## src/rtl/ctx_tlb_pkg.sv

```systemverilog
package ctx_tlb_pkg;

   typedef enum logic [1:0] {
      ROOT_NONE  = 2'd0,
      ROOT_KEEP  = 2'd1,
      ROOT_FLUSH = 2'd2
   } root_act_e;

endpackage

```

## src/rtl/ctx_tlb_ctxreg.sv

```systemverilog
module ctx_tlb_ctxreg
   import ctx_tlb_pkg::*;
#(
   parameter int ROOT_W = 32,
   parameter int CTX_W  = 4
) (
   input  logic              clk,
   input  logic              rst_n,
   input  logic              root_wr,
   input  logic [ROOT_W-1:0] root_data,
   output logic [CTX_W-1:0]  ctx_q,
   output root_act_e         act
);

   localparam int KEEP_BIT = ROOT_W - 1;

   always_comb begin
      if (!root_wr)
         act = ROOT_NONE;
      else if (root_data[KEEP_BIT])
         act = ROOT_KEEP;
      else
         act = ROOT_FLUSH;
   end

   always_ff @(posedge clk) begin
      if (!rst_n)
         ctx_q <= '0;
      else if (root_wr)
         ctx_q <= root_data[CTX_W-1:0];
   end


   ctx_load_chk: assert property (@(posedge clk) disable iff (!rst_n)
      root_wr |=> ctx_q == $past(root_data[CTX_W-1:0]));

endmodule

```

## src/rtl/ctx_tlb_victim.sv

```systemverilog
module ctx_tlb_victim #(
   parameter int ENTRIES = 16,
   parameter int IDX_W   = 4
) (
   input  logic             clk,
   input  logic             rst_n,
   input  logic             adv,
   output logic [IDX_W-1:0] ptr_q
);

   localparam logic [IDX_W-1:0] LAST = IDX_W'(ENTRIES - 1);

   generate
      if ((ENTRIES & (ENTRIES - 1)) == 0) begin : g_pow2
         always_ff @(posedge clk) begin
            if (!rst_n)
               ptr_q <= '0;
            else if (adv)
               ptr_q <= ptr_q + 1'b1;
         end
      end else begin : g_wrap
         always_ff @(posedge clk) begin
            if (!rst_n)
               ptr_q <= '0;
            else if (adv)
               ptr_q <= (ptr_q == LAST) ? '0 : ptr_q + 1'b1;
         end
      end
   endgenerate


   ptr_range_chk: assert property (@(posedge clk) disable iff (!rst_n)
      ptr_q <= LAST);


   ptr_step_chk: assert property (@(posedge clk) disable iff (!rst_n)
      (adv && ptr_q != LAST) |=> ptr_q == $past(ptr_q) + 1'b1);

endmodule

```

## src/rtl/ctx_tlb_cam.sv

```systemverilog
module ctx_tlb_cam #(
   parameter int ENTRIES = 16,
   parameter int IDX_W   = 4,
   parameter int VPN_W   = 20,
   parameter int PFN_W   = 20,
   parameter int PERM_W  = 3,
   parameter int CTX_W   = 4
) (
   input  logic              clk,
   input  logic              rst_n,
   input  logic [CTX_W-1:0]  cur_ctx,
   input  logic [VPN_W-1:0]  lk_vpn,
   output logic              lk_any,
   output logic [PFN_W-1:0]  lk_pfn,
   output logic [PERM_W-1:0] lk_perm,
   input  logic              fill_valid,
   input  logic [VPN_W-1:0]  fill_vpn,
   input  logic [PFN_W-1:0]  fill_pfn,
   input  logic [PERM_W-1:0] fill_perm,
   input  logic              fill_global,
   input  logic [IDX_W-1:0]  victim,
   output logic              victim_used,
   input  logic              flush_all,
   input  logic              flush_local
);

   logic [ENTRIES-1:0] valid_vec;
   logic [ENTRIES-1:0] glob_vec;
   logic [ENTRIES-1:0] hit_vec;
   logic [ENTRIES-1:0] conf_vec;
   logic [PFN_W-1:0]   pfn_arr  [ENTRIES];
   logic [PERM_W-1:0]  perm_arr [ENTRIES];
   logic               conf_any;
   logic [IDX_W-1:0]   conf_idx;
   logic [IDX_W-1:0]   wr_idx;

   always_comb begin
      conf_any = 1'b0;
      conf_idx = '0;
      for (int i = ENTRIES - 1; i >= 0; i--) begin
         if (conf_vec[i]) begin
            conf_any = 1'b1;
            conf_idx = IDX_W'(i);
         end
      end
   end

   assign wr_idx      = conf_any ? conf_idx : victim;
   assign victim_used = fill_valid && !conf_any;

   generate
      for (genvar gi = 0; gi < ENTRIES; gi++) begin : g_slot
         logic              v_q;
         logic              g_q;
         logic [VPN_W-1:0]  tag_q;
         logic [CTX_W-1:0]  ctx_q;
         logic [PFN_W-1:0]  pfn_q;
         logic [PERM_W-1:0] perm_q;
         logic              we;
         logic              kill;

         assign we   = fill_valid && (wr_idx == IDX_W'(gi));
         assign kill = fill_valid && conf_vec[gi] && !we;

         assign hit_vec[gi]  = v_q && (tag_q == lk_vpn) &&
                               (g_q || (ctx_q == cur_ctx));
         assign conf_vec[gi] = v_q && (tag_q == fill_vpn) &&
                               (g_q || fill_global || (ctx_q == cur_ctx));

         assign valid_vec[gi] = v_q;
         assign glob_vec[gi]  = g_q;
         assign pfn_arr[gi]   = pfn_q;
         assign perm_arr[gi]  = perm_q;

         always_ff @(posedge clk) begin
            if (!rst_n) begin
               v_q    <= 1'b0;
               g_q    <= 1'b0;
               tag_q  <= '0;
               ctx_q  <= '0;
               pfn_q  <= '0;
               perm_q <= '0;
            end else begin
               if (flush_all || (flush_local && !g_q) || kill)
                  v_q <= 1'b0;
               if (we) begin
                  v_q    <= 1'b1;
                  g_q    <= fill_global;
                  tag_q  <= fill_vpn;
                  ctx_q  <= cur_ctx;
                  pfn_q  <= fill_pfn;
                  perm_q <= fill_perm;
               end
            end
         end
      end
   endgenerate

   always_comb begin
      lk_pfn  = '0;
      lk_perm = '0;
      for (int i = 0; i < ENTRIES; i++) begin
         if (hit_vec[i]) begin
            lk_pfn  = lk_pfn | pfn_arr[i];
            lk_perm = lk_perm | perm_arr[i];
         end
      end
   end

   assign lk_any = |hit_vec;


   single_hit_chk: assert property (@(posedge clk) disable iff (!rst_n)
      $onehot0(hit_vec));


   flush_all_chk: assert property (@(posedge clk) disable iff (!rst_n)
      (flush_all && !fill_valid) |=> valid_vec == '0);


   hold_chk: assert property (@(posedge clk) disable iff (!rst_n)
      (!flush_all && !flush_local && !fill_valid) |=> $stable(valid_vec));


   global_keep_chk: assert property (@(posedge clk) disable iff (!rst_n)
      (flush_local && !flush_all && !fill_valid) |=>
         (($past(valid_vec & glob_vec) & ~valid_vec) == '0));


   local_drop_chk: assert property (@(posedge clk) disable iff (!rst_n)
      (flush_local && !fill_valid) |=> ((valid_vec & ~glob_vec) == '0));


   fill_lands_chk: assert property (@(posedge clk) disable iff (!rst_n)
      (fill_valid && !flush_all) |=> $countones(valid_vec) >= 1);

endmodule

```

## src/rtl/ctx_tlb.sv

```systemverilog
module ctx_tlb
   import ctx_tlb_pkg::*;
#(
   parameter int ENTRIES = 16,
   parameter int VPN_W   = 20,
   parameter int PFN_W   = 20,
   parameter int PERM_W  = 3,
   parameter int CTX_W   = 4,
   parameter int ROOT_W  = 32
) (
   input  logic              clk,
   input  logic              rst_n,
   input  logic              lk_valid,
   input  logic [VPN_W-1:0]  lk_vpn,
   output logic              rsp_valid,
   output logic              rsp_hit,
   output logic [PFN_W-1:0]  rsp_pfn,
   output logic [PERM_W-1:0] rsp_perm,
   input  logic              fill_valid,
   input  logic [VPN_W-1:0]  fill_vpn,
   input  logic [PFN_W-1:0]  fill_pfn,
   input  logic [PERM_W-1:0] fill_perm,
   input  logic              fill_global,
   input  logic              root_wr,
   input  logic [ROOT_W-1:0] root_data,
   input  logic              flush_all
);

   localparam int IDX_W = (ENTRIES > 1) ? $clog2(ENTRIES) : 1;

   generate
      if (ENTRIES < 2) begin : g_bad_entries
         $error("ctx_tlb: ENTRIES must be at least 2");
      end
      if (CTX_W < 1 || CTX_W >= ROOT_W) begin : g_bad_ctx
         $error("ctx_tlb: CTX_W must lie between 1 and ROOT_W-1");
      end
      if (VPN_W < 1 || PFN_W < 1 || PERM_W < 1) begin : g_bad_width
         $error("ctx_tlb: field widths must be positive");
      end
   endgenerate

   logic [CTX_W-1:0]  cur_ctx;
   root_act_e         root_act;
   logic [IDX_W-1:0]  victim;
   logic              victim_used;
   logic              lk_any;
   logic [PFN_W-1:0]  lk_pfn;
   logic [PERM_W-1:0] lk_perm;

   ctx_tlb_ctxreg #(
      .ROOT_W (ROOT_W),
      .CTX_W  (CTX_W)
   ) i_ctxreg (
      .clk       (clk),
      .rst_n     (rst_n),
      .root_wr   (root_wr),
      .root_data (root_data),
      .ctx_q     (cur_ctx),
      .act       (root_act)
   );

   ctx_tlb_victim #(
      .ENTRIES (ENTRIES),
      .IDX_W   (IDX_W)
   ) i_victim (
      .clk   (clk),
      .rst_n (rst_n),
      .adv   (victim_used),
      .ptr_q (victim)
   );

   ctx_tlb_cam #(
      .ENTRIES (ENTRIES),
      .IDX_W   (IDX_W),
      .VPN_W   (VPN_W),
      .PFN_W   (PFN_W),
      .PERM_W  (PERM_W),
      .CTX_W   (CTX_W)
   ) i_cam (
      .clk         (clk),
      .rst_n       (rst_n),
      .cur_ctx     (cur_ctx),
      .lk_vpn      (lk_vpn),
      .lk_any      (lk_any),
      .lk_pfn      (lk_pfn),
      .lk_perm     (lk_perm),
      .fill_valid  (fill_valid),
      .fill_vpn    (fill_vpn),
      .fill_pfn    (fill_pfn),
      .fill_perm   (fill_perm),
      .fill_global (fill_global),
      .victim      (victim),
      .victim_used (victim_used),
      .flush_all   (flush_all),
      .flush_local (root_act == ROOT_FLUSH)
   );

   always_ff @(posedge clk) begin
      if (!rst_n) begin
         rsp_valid <= 1'b0;
         rsp_hit   <= 1'b0;
         rsp_pfn   <= '0;
         rsp_perm  <= '0;
      end else begin
         rsp_valid <= lk_valid;
         rsp_hit   <= lk_valid && lk_any;
         rsp_pfn   <= (lk_valid && lk_any) ? lk_pfn : '0;
         rsp_perm  <= (lk_valid && lk_any) ? lk_perm : '0;
      end
   end


   rsp_follow_chk: assert property (@(posedge clk) disable iff (!rst_n)
      lk_valid |=> rsp_valid);


   rsp_idle_chk: assert property (@(posedge clk) disable iff (!rst_n)
      !lk_valid |=> (!rsp_valid && !rsp_hit));


   miss_zero_chk: assert property (@(posedge clk) disable iff (!rst_n)
      !rsp_hit |-> (rsp_pfn == '0 && rsp_perm == '0));

endmodule

```

## config.mk

```make
export PLATFORM = sky130hd
export DESIGN_NAME = ctx_tlb
export DESIGN_NICKNAME = d
export VERILOG_FILES = /design/src/rtl/ctx_tlb_pkg.sv /design/src/rtl/ctx_tlb_ctxreg.sv /design/src/rtl/ctx_tlb_victim.sv /design/src/rtl/ctx_tlb_cam.sv /design/src/rtl/ctx_tlb.sv
export SDC_FILE = /design/constraint.sdc
export NUM_CORES = 2
export LEC_CHECK = 0
export BUFFER_PORTS_ARGS = -buffer_cell sky130_fd_sc_hd__clkbuf_2
export CAP_MARGIN = 10
export CORE_ASPECT_RATIO = 0.8
export CORE_MARGIN = 4
export CORE_UTILIZATION = 50
export CTS_BUF_LIST = sky130_fd_sc_hd__clkbuf_8 sky130_fd_sc_hd__clkbuf_16
export DETAILED_ROUTE_END_ITERATION = 6
export MAX_ROUTING_LAYER = met4
export PLACE_DENSITY = 0.66
export SLEW_MARGIN = 20
export SYNTH_ARGS = -nofsm -noshare
export SYNTH_HDL_FRONTEND = slang
export SYNTH_SLANG_ARGS = --single-unit
```

## constraint.sdc

```tcl
create_clock -name clk -period 4.83 [get_ports clk]
set_input_delay 0.2415 -clock clk [delete_from_list [all_inputs] [get_ports clk]]
set_output_delay 0.2415 -clock clk [all_outputs]
set_load 0.01 [all_outputs]
```

Word-level counts from Yosys, hierarchy flattened:

Index checks and enable logic that the tools add are counted.

* output and inout port bits: 25
* input bits: 102
* word-level logic and storage cells: 558
* register bits: 817

* add/subtract/negate cells: 1
* bitwise logic cells: 30
* muxes and demuxes: 99
* equality and inequality tests: 64
* reductions and logical operators: 262

Operator list (count)
* 20-bit == test: 32
* 20-bit 2-to-1 mux: 16
* 20-bit bitwise OR: 15
* 1-bit logical AND: 130
* 1-bit logical OR: 80
* 4-bit 2-to-1 mux: 17
* 4-bit == test: 16
* 1-bit 2-to-1 mux: 48
* 3-bit 2-to-1 mux: 16
* 3-bit bitwise OR: 15
* 1-bit zero test: 33
* 4-bit == test, second input constant: 8
* 2-bit nonzero test: 16
* 4-bit by 3-bit == test with 1-bit output, second input constant: 4
* 16-bit OR reduction: 1
* 4-bit by 2-bit == test with 1-bit output, second input constant: 2
* 4-bit by 1-bit adder with 4-bit output, second input constant: 1
* 4-bit by 1-bit == test with 1-bit output, second input constant: 1
* 4-bit zero test: 1
* 2-bit 2-to-1 mux: 2
* 2-bit == test, second input constant: 1
* 2-bit AND reduction: 1

Longest topological paths before layout:

* depth in word-level cells: 34
* gate-level depth with buffers: 15
* gate-level depth less buffers: 10

Modules after synthesis:

From an unflattened synthesis, not the netlist that was laid out.

* cell total of the unflattened synthesis: 4285
* area, all modules: 40899.2 um2

By module, submodules not included
* ctx_tlb_cam: seq. area each 15695.1 um2, area each 39786.9 um2, instances 1, cells each 4197
* ctx_tlb: seq. area each 500.5 um2, area each 767.0 um2, instances 1, cells each 57
* ctx_tlb_victim: seq. area each 80.1 um2, area each 176.4 um2, instances 1, cells each 16
* ctx_tlb_ctxreg: seq. area each 80.1 um2, area each 168.9 um2, instances 1, cells each 15

Least setup slack after synthesis:

Ideal clock, no wire load.

* kind: register to register
* from: register i_ctxreg.ctx_q[3]
* to: register i_cam.g_slot[2].perm_q[0]
* setup slack: 1.261 ns
* path buffers: 5
* setup time: 0.132 ns
* required time: 4.698 ns
* arrival: 3.437 ns
* cell stages (with the launch flop): 15
* clock period less this slack: 3.569 ns
* cells stage by stage: dfxtp_1 buf_6 buf_6 xor2_1 o41ai_2 or4b_1 a211oi_1 o311ai_1 a211o_1 and2_4 or4_1 clkbuf_1 buf_6 buf_6 mux2i_1

* word-level cells in the longest chain between the ends: 22
* elaborated cells on any way between the ends: 83
* those cells by class: eq/ne: 17; mux: 33; reduce/logical: 33

RTL lines
* start: declaration: line ctx_tlb_ctxreg.sv:11 `output logic [CTX_W-1:0] ctx_q,`
* start signal: assignment: line ctx_tlb_ctxreg.sv:30 `ctx_q <= root_data[CTX_W-1:0];`
* 4-bit == test: line ctx_tlb_cam.sv:68 `(g_q || fill_global || (ctx_q == cur_ctx));`
* 1-bit logical OR: line ctx_tlb_cam.sv:68
* 1-bit logical AND: line ctx_tlb_cam.sv:67 `assign conf_vec[gi] = v_q && (tag_q == fill_vpn) &&`
* 4-bit 2-to-1 mux / 1-bit 2-to-1 mux (equally long branches) (16 in a row): line ctx_tlb_cam.sv:41 `if (conf_vec[i]) begin`
* 4-bit 2-to-1 mux *: line ctx_tlb_cam.sv:48 `assign wr_idx = conf_any ? conf_idx : victim;`
* 4-bit by 2-bit == test with 1-bit output *: line ctx_tlb_cam.sv:62 `assign we = fill_valid && (wr_idx == IDX_W'(gi));`
* 1-bit logical AND *: line ctx_tlb_cam.sv:62
* end signal: assignment: line ctx_tlb_cam.sv:92 `perm_q <= fill_perm;`
* end: declaration: line ctx_tlb_cam.sv:58 `logic [PERM_W-1:0] perm_q;`

Every way passes the cells marked *; elsewhere a longest branch is shown, timed or not.
A chain may end at the register's enable or synchronous reset.

Worst setup path after layout:

* from: register i_ctxreg.ctx_q[2]
* to: register i_cam.g_slot[2].tag_q[14]

* word-level cells in the longest chain between the ends: 22
* elaborated cells on any way between the ends: 83
* those cells by class: eq/ne: 17; mux: 33; reduce/logical: 33

RTL lines
* 4-bit == test: line ctx_tlb_cam.sv:68
* 1-bit logical OR: line ctx_tlb_cam.sv:68
* 1-bit logical AND: line ctx_tlb_cam.sv:67
* 4-bit 2-to-1 mux / 1-bit 2-to-1 mux (equally long branches) (16 in a row): line ctx_tlb_cam.sv:41
* 4-bit 2-to-1 mux *: line ctx_tlb_cam.sv:48
* 4-bit by 2-bit == test with 1-bit output *: line ctx_tlb_cam.sv:62
* 1-bit logical AND *: line ctx_tlb_cam.sv:62
* end signal: assignment: line ctx_tlb_cam.sv:89 `tag_q <= fill_vpn;`
* end: declaration: line ctx_tlb_cam.sv:55 `logic [VPN_W-1:0] tag_q;`

Marks and branches as above.

==> results.yml <==
floorplanning:
  floorplan.initialDensity: 0.504
  dieHeight_um: 263
  rows: 93
  core_area_mm2: 0.0804
  floorplan.io_pins: 127
  chipWidth_um: 326
  design.die.area_mm2: 0.0858
synth:
  asyncSetResetFlopFracSynth: 0
  cell_area_synth_mm2: 0.0406
  synthTopCellsByArea: "sky130_fd_sc_hd__dfxtp_1 40%, sky130_fd_sc_hd__mux2i_1 17%, sky130_fd_sc_hd__xor2_1 9.3%"
  count_of_flip_flops_with_a_built_in_enable_after_synthesis: 0
  syn_nets: 4479
  synth_ff_type: "sky130_fd_sc_hd__dfxtp_1"
  yosys_warnings: 0
  synthesis.instances: 4376
  synth_area_leader_cell: "sky130_fd_sc_hd__dfxtp_1"
  sequential_cell_area_fraction_in_the_yosys_report: 0.403
  synth.distinct_cells: 53
  syn_avg_cell_area_um2: 9.27
  yosys_top_cell_area_share: 0.403
  synth_seq_cells: 817
worst_setup_path:
  worstPathArrival_ns: 5.14
  slowest_stage_cell_crit_path: "sky130_fd_sc_hd__dfxtp_1"
  worst_ep_required_time_ns: 5.31
  delay_contributed_by_the_slowest_stage_of_the_critical_path_ns: 0.70
  worst-path-max-fanout: 34
  timing.critical_path.from_type: "flip-flop"
  setup.worst_path.end_class: "flip-flop"
  worstPathCellList: "buf_4, xnor2_1, a41oi_1, nor2b_1, nor4_1, nand4b_1, nor4bb_1, nand2_1, and2_4, or4_4, buf_12, mux2i_1"
  worstSetupPathType: "flip-flop to flip-flop"
drt:
  finalWirelength_um: 149000
  post-route-drc-count: 0
  dr.first_iter.drc_count: 4428
  routedWlPerCell_um: 26.8
  met3_wirelength_um: 17500
  antenna_left: 0
  via_count: 34600
  top_layer_used: "met4"
  drt_pre_antenna_iters: 7
  wl_met1_um: 62600
  avgViaCountPerCell: 6.21
  dr_wl_met2_um: 61700
timing:
  hold_viol: 0
  report.final.setup_viol: 0
  post-route-worst-setup-slack_ns: 0.171
  timing_max_transition_violations_final: 0
  final.setup.tns_ns: 0
  period_needed_ns: 4.66
  final_min_period_over_clock_period: 0.964
  rsz0062_at_grt: "no"
  remaining_max_slew_budget_at_the_tightest_pin: 0.140
  timing.clock.skew_ns: 0.0248
  fmax_ghz: 0.215
  worst-slew-pin-transition_ns: 1.29
cts:
  clock-root-buffer: "sky130_fd_sc_hd__clkbuf_16"
  cts_tree: "done"
  cts_buffers: 86
  cts.clk_slew.worst_paths_ns: 0.06
  clock_tree.htree_level_count: 3
  clock_latency_ns: 0.67
  cts-root-to-sink-buffers: 3
  cts_num_sinks: 817
layout:
  layout.cell_area.non_filler_mm2: 0.0464
  layout-drive-gt1-share: 0.108
  design.final.nets: 4510
  area_growth_from_synthesis_to_layout_pct: 14.3
  antenna_diodes: 0
pwr:
  vdd_drop_max_mv: 0.296
  p_switching_w: 0.00400
  leakagePower_nw: 18.3
  combinationalPowerShare: 0.096
  cellPowerDensity_mw_per_mm2: 330
  power.switching_fraction: 0.261
  seq_power_share: 0.450
  internal-power_w: 0.0113
  p_clk_frac: 0.454
  power_w: 0.0153
global_routing:
  gr-total-overflow: 0
  grt_usage: 0.346
  initial_antenna_violation_count: 2
  vias_in_the_first_global_route: 32900
  pin_count_of_the_biggest_net_entering_global_routing: 157
  wire_length_of_the_first_global_routing_pass_um: 219000
job:
  max_cap_violations: 0
run_status:
  outcome: "finished clean"
place:
  post-dp-hpwl_um: 94300
  placedInstanceArea_mm2: 0.0431
  port_buffers: 99
  routabilityCongestion: 1.00
  pre_cts_slack_ns: 0.399
min_path:
  hold_path.class: "input port to flip-flop"
==> power by group through the flow <==
stage / clock (W) / combinational (W) / sequential (W)
after floorplan: 0 / 0.000841 / 0.00701
after global placement: 0 / 0.00137 / 0.00702
after detailed placement: 0 / 0.00138 / 0.00703
after CTS: 0.00698 / 0.00141 / 0.00688
after global routing: 0.00727 / 0.00150 / 0.00688
final: 0.00695 / 0.00147 / 0.00688
==> sequential cells by signal (all words and copies together), names as in the netlist, 16 cells and up <==
| name | cells |
|---|---|
| i_cam.g_slot.ctx_q | 64 |
| i_cam.g_slot.tag_q | 320 |
| i_cam.g_slot.perm_q | 48 |
| i_cam.g_slot.v_q | 16 |
| i_cam.g_slot.pfn_q | 320 |
| i_cam.g_slot.g_q | 16 |
| rsp_pfn | 20 |
==> critical path: cells and delay by family, from the launching register on <==
family          cells  cell delay (ns)
buf+inv             2             0.50
compound gates      1             0.57
xor+xnor            1             0.09
mux                 1             0.16
simple gates        7             2.39
flops               1             0.70
==> area by class of cell <==
class / instances / area [um2]
fill: 6968 / 34000
multi-input combinational: 3163 / 22700
sequential: 817 / 16400
timing repair buffer: 332 / 3010
clock buffer: 107 / 2450
tap: 1092 / 1370
clock inverter: 52 / 500
inverter: 7 / 28.8
==> routing by layer <==
layer  up-vias  global-route usage
met2      1964               0.494
li1      15300                   -
met3       448              0.0763
met5         -                   -
met4         0               0.139
met1     16800               0.475
==> through the flow <==
stage / std cells / util / hold slack [ns]
floorplan: 4376 / - / 0.385
global placement: 5379 / 0.536 / 0.442
detailed placement: 5379 / 0.536 / 0.447
CTS: 5570 / 0.577 / 0.0586
global route: 5570 / 0.577 / 0.124
finish: 5570 / 0.577 / 0.127
==> logic make-up (layout without fill, tap and decap cells) <==
family / Yosys count / in the layout / share of synthesized area
buf+inv: 396 / 498 / 0.0434
compound gates: 463 / 463 / 0.0809
xor+xnor: 707 / 707 / 0.153
mux: 677 / 677 / 0.167
flops: 817 / 817 / 0.403
simple gates: 1315 / 1315 / 0.152
fa+ha+maj: 1 / 1 / 0.000308
==> synth_stat cells, types with 2 or more instances <==
cell type and n:
sky130_fd_sc_hd__buf_6 10, sky130_fd_sc_hd__o2111a_1 5, sky130_fd_sc_hd__or4b_2 2, sky130_fd_sc_hd__or4b_1 8, sky130_fd_sc_hd__nor4bb_1 2, sky130_fd_sc_hd__o2111ai_1 21
sky130_fd_sc_hd__and3_1 5, sky130_fd_sc_hd__and2_1 3, sky130_fd_sc_hd__nand4b_1 18, sky130_fd_sc_hd__a21oi_1 111, sky130_fd_sc_hd__o211ai_1 3, sky130_fd_sc_hd__or4_1 12
sky130_fd_sc_hd__o21ai_1 5, sky130_fd_sc_hd__inv_1 7, sky130_fd_sc_hd__xor2_1 429, sky130_fd_sc_hd__buf_4 25, sky130_fd_sc_hd__a211o_1 3, sky130_fd_sc_hd__a22o_1 92
sky130_fd_sc_hd__or2_2 2, sky130_fd_sc_hd__nand3b_1 2, sky130_fd_sc_hd__a41oi_1 25, sky130_fd_sc_hd__or3_1 6, sky130_fd_sc_hd__nor4b_1 17, sky130_fd_sc_hd__mux2i_1 677
sky130_fd_sc_hd__nor3_1 42, sky130_fd_sc_hd__nor2b_1 4, sky130_fd_sc_hd__nor2_1 30, sky130_fd_sc_hd__nand2b_1 5, sky130_fd_sc_hd__nand2_1 785, sky130_fd_sc_hd__clkbuf_1 247
sky130_fd_sc_hd__nor3b_1 3, sky130_fd_sc_hd__o21a_1 8, sky130_fd_sc_hd__o21ai_0 92, sky130_fd_sc_hd__buf_1 22, sky130_fd_sc_hd__buf_2 85, sky130_fd_sc_hd__nand4_1 93
sky130_fd_sc_hd__xnor2_1 278, sky130_fd_sc_hd__dfxtp_1 817, sky130_fd_sc_hd__nand3_1 111, sky130_fd_sc_hd__and4_1 5, sky130_fd_sc_hd__nor3_2 2, sky130_fd_sc_hd__a221oi_1 92
sky130_fd_sc_hd__nor4_1 155
==> cells in the final DEF (no fill, tap or decap), drive strengths merged, types with 97 or more instances in the layout <==
cell and instances:
xnor2 278, nand2 785, a21oi 111, dfxtp 817
o21ai 97, mux2i 677, clkbuf 205, nand3 111
xor2 429, buf 202, nor4 156
==> worst paths after layout <==
check,startpoint,endpoint,depth (start not counted),slack (ns)
setup / recovery,i_ctxreg.ctx_q[2],i_cam.g_slot[2].tag_q[14],12,0.17
hold / removal,flush_all,i_cam.g_slot[1].v_q,3,0.13
setup reg to reg,i_ctxreg.ctx_q[2],i_cam.g_slot[2].tag_q[14],12,0.17
hold reg to reg,i_cam.g_slot[1].pfn_q[5],i_cam.g_slot[1].pfn_q[5],2,0.46
==> timing repair <==
item,CTS,global route
setup buffers,0,0
hold endpoints to repair,51,0
gates resized for setup,0,1
endpoints found under the setup margin,0,8
hold buffers,32,0
No activity file was read; power rests on OpenSTA's default activity.
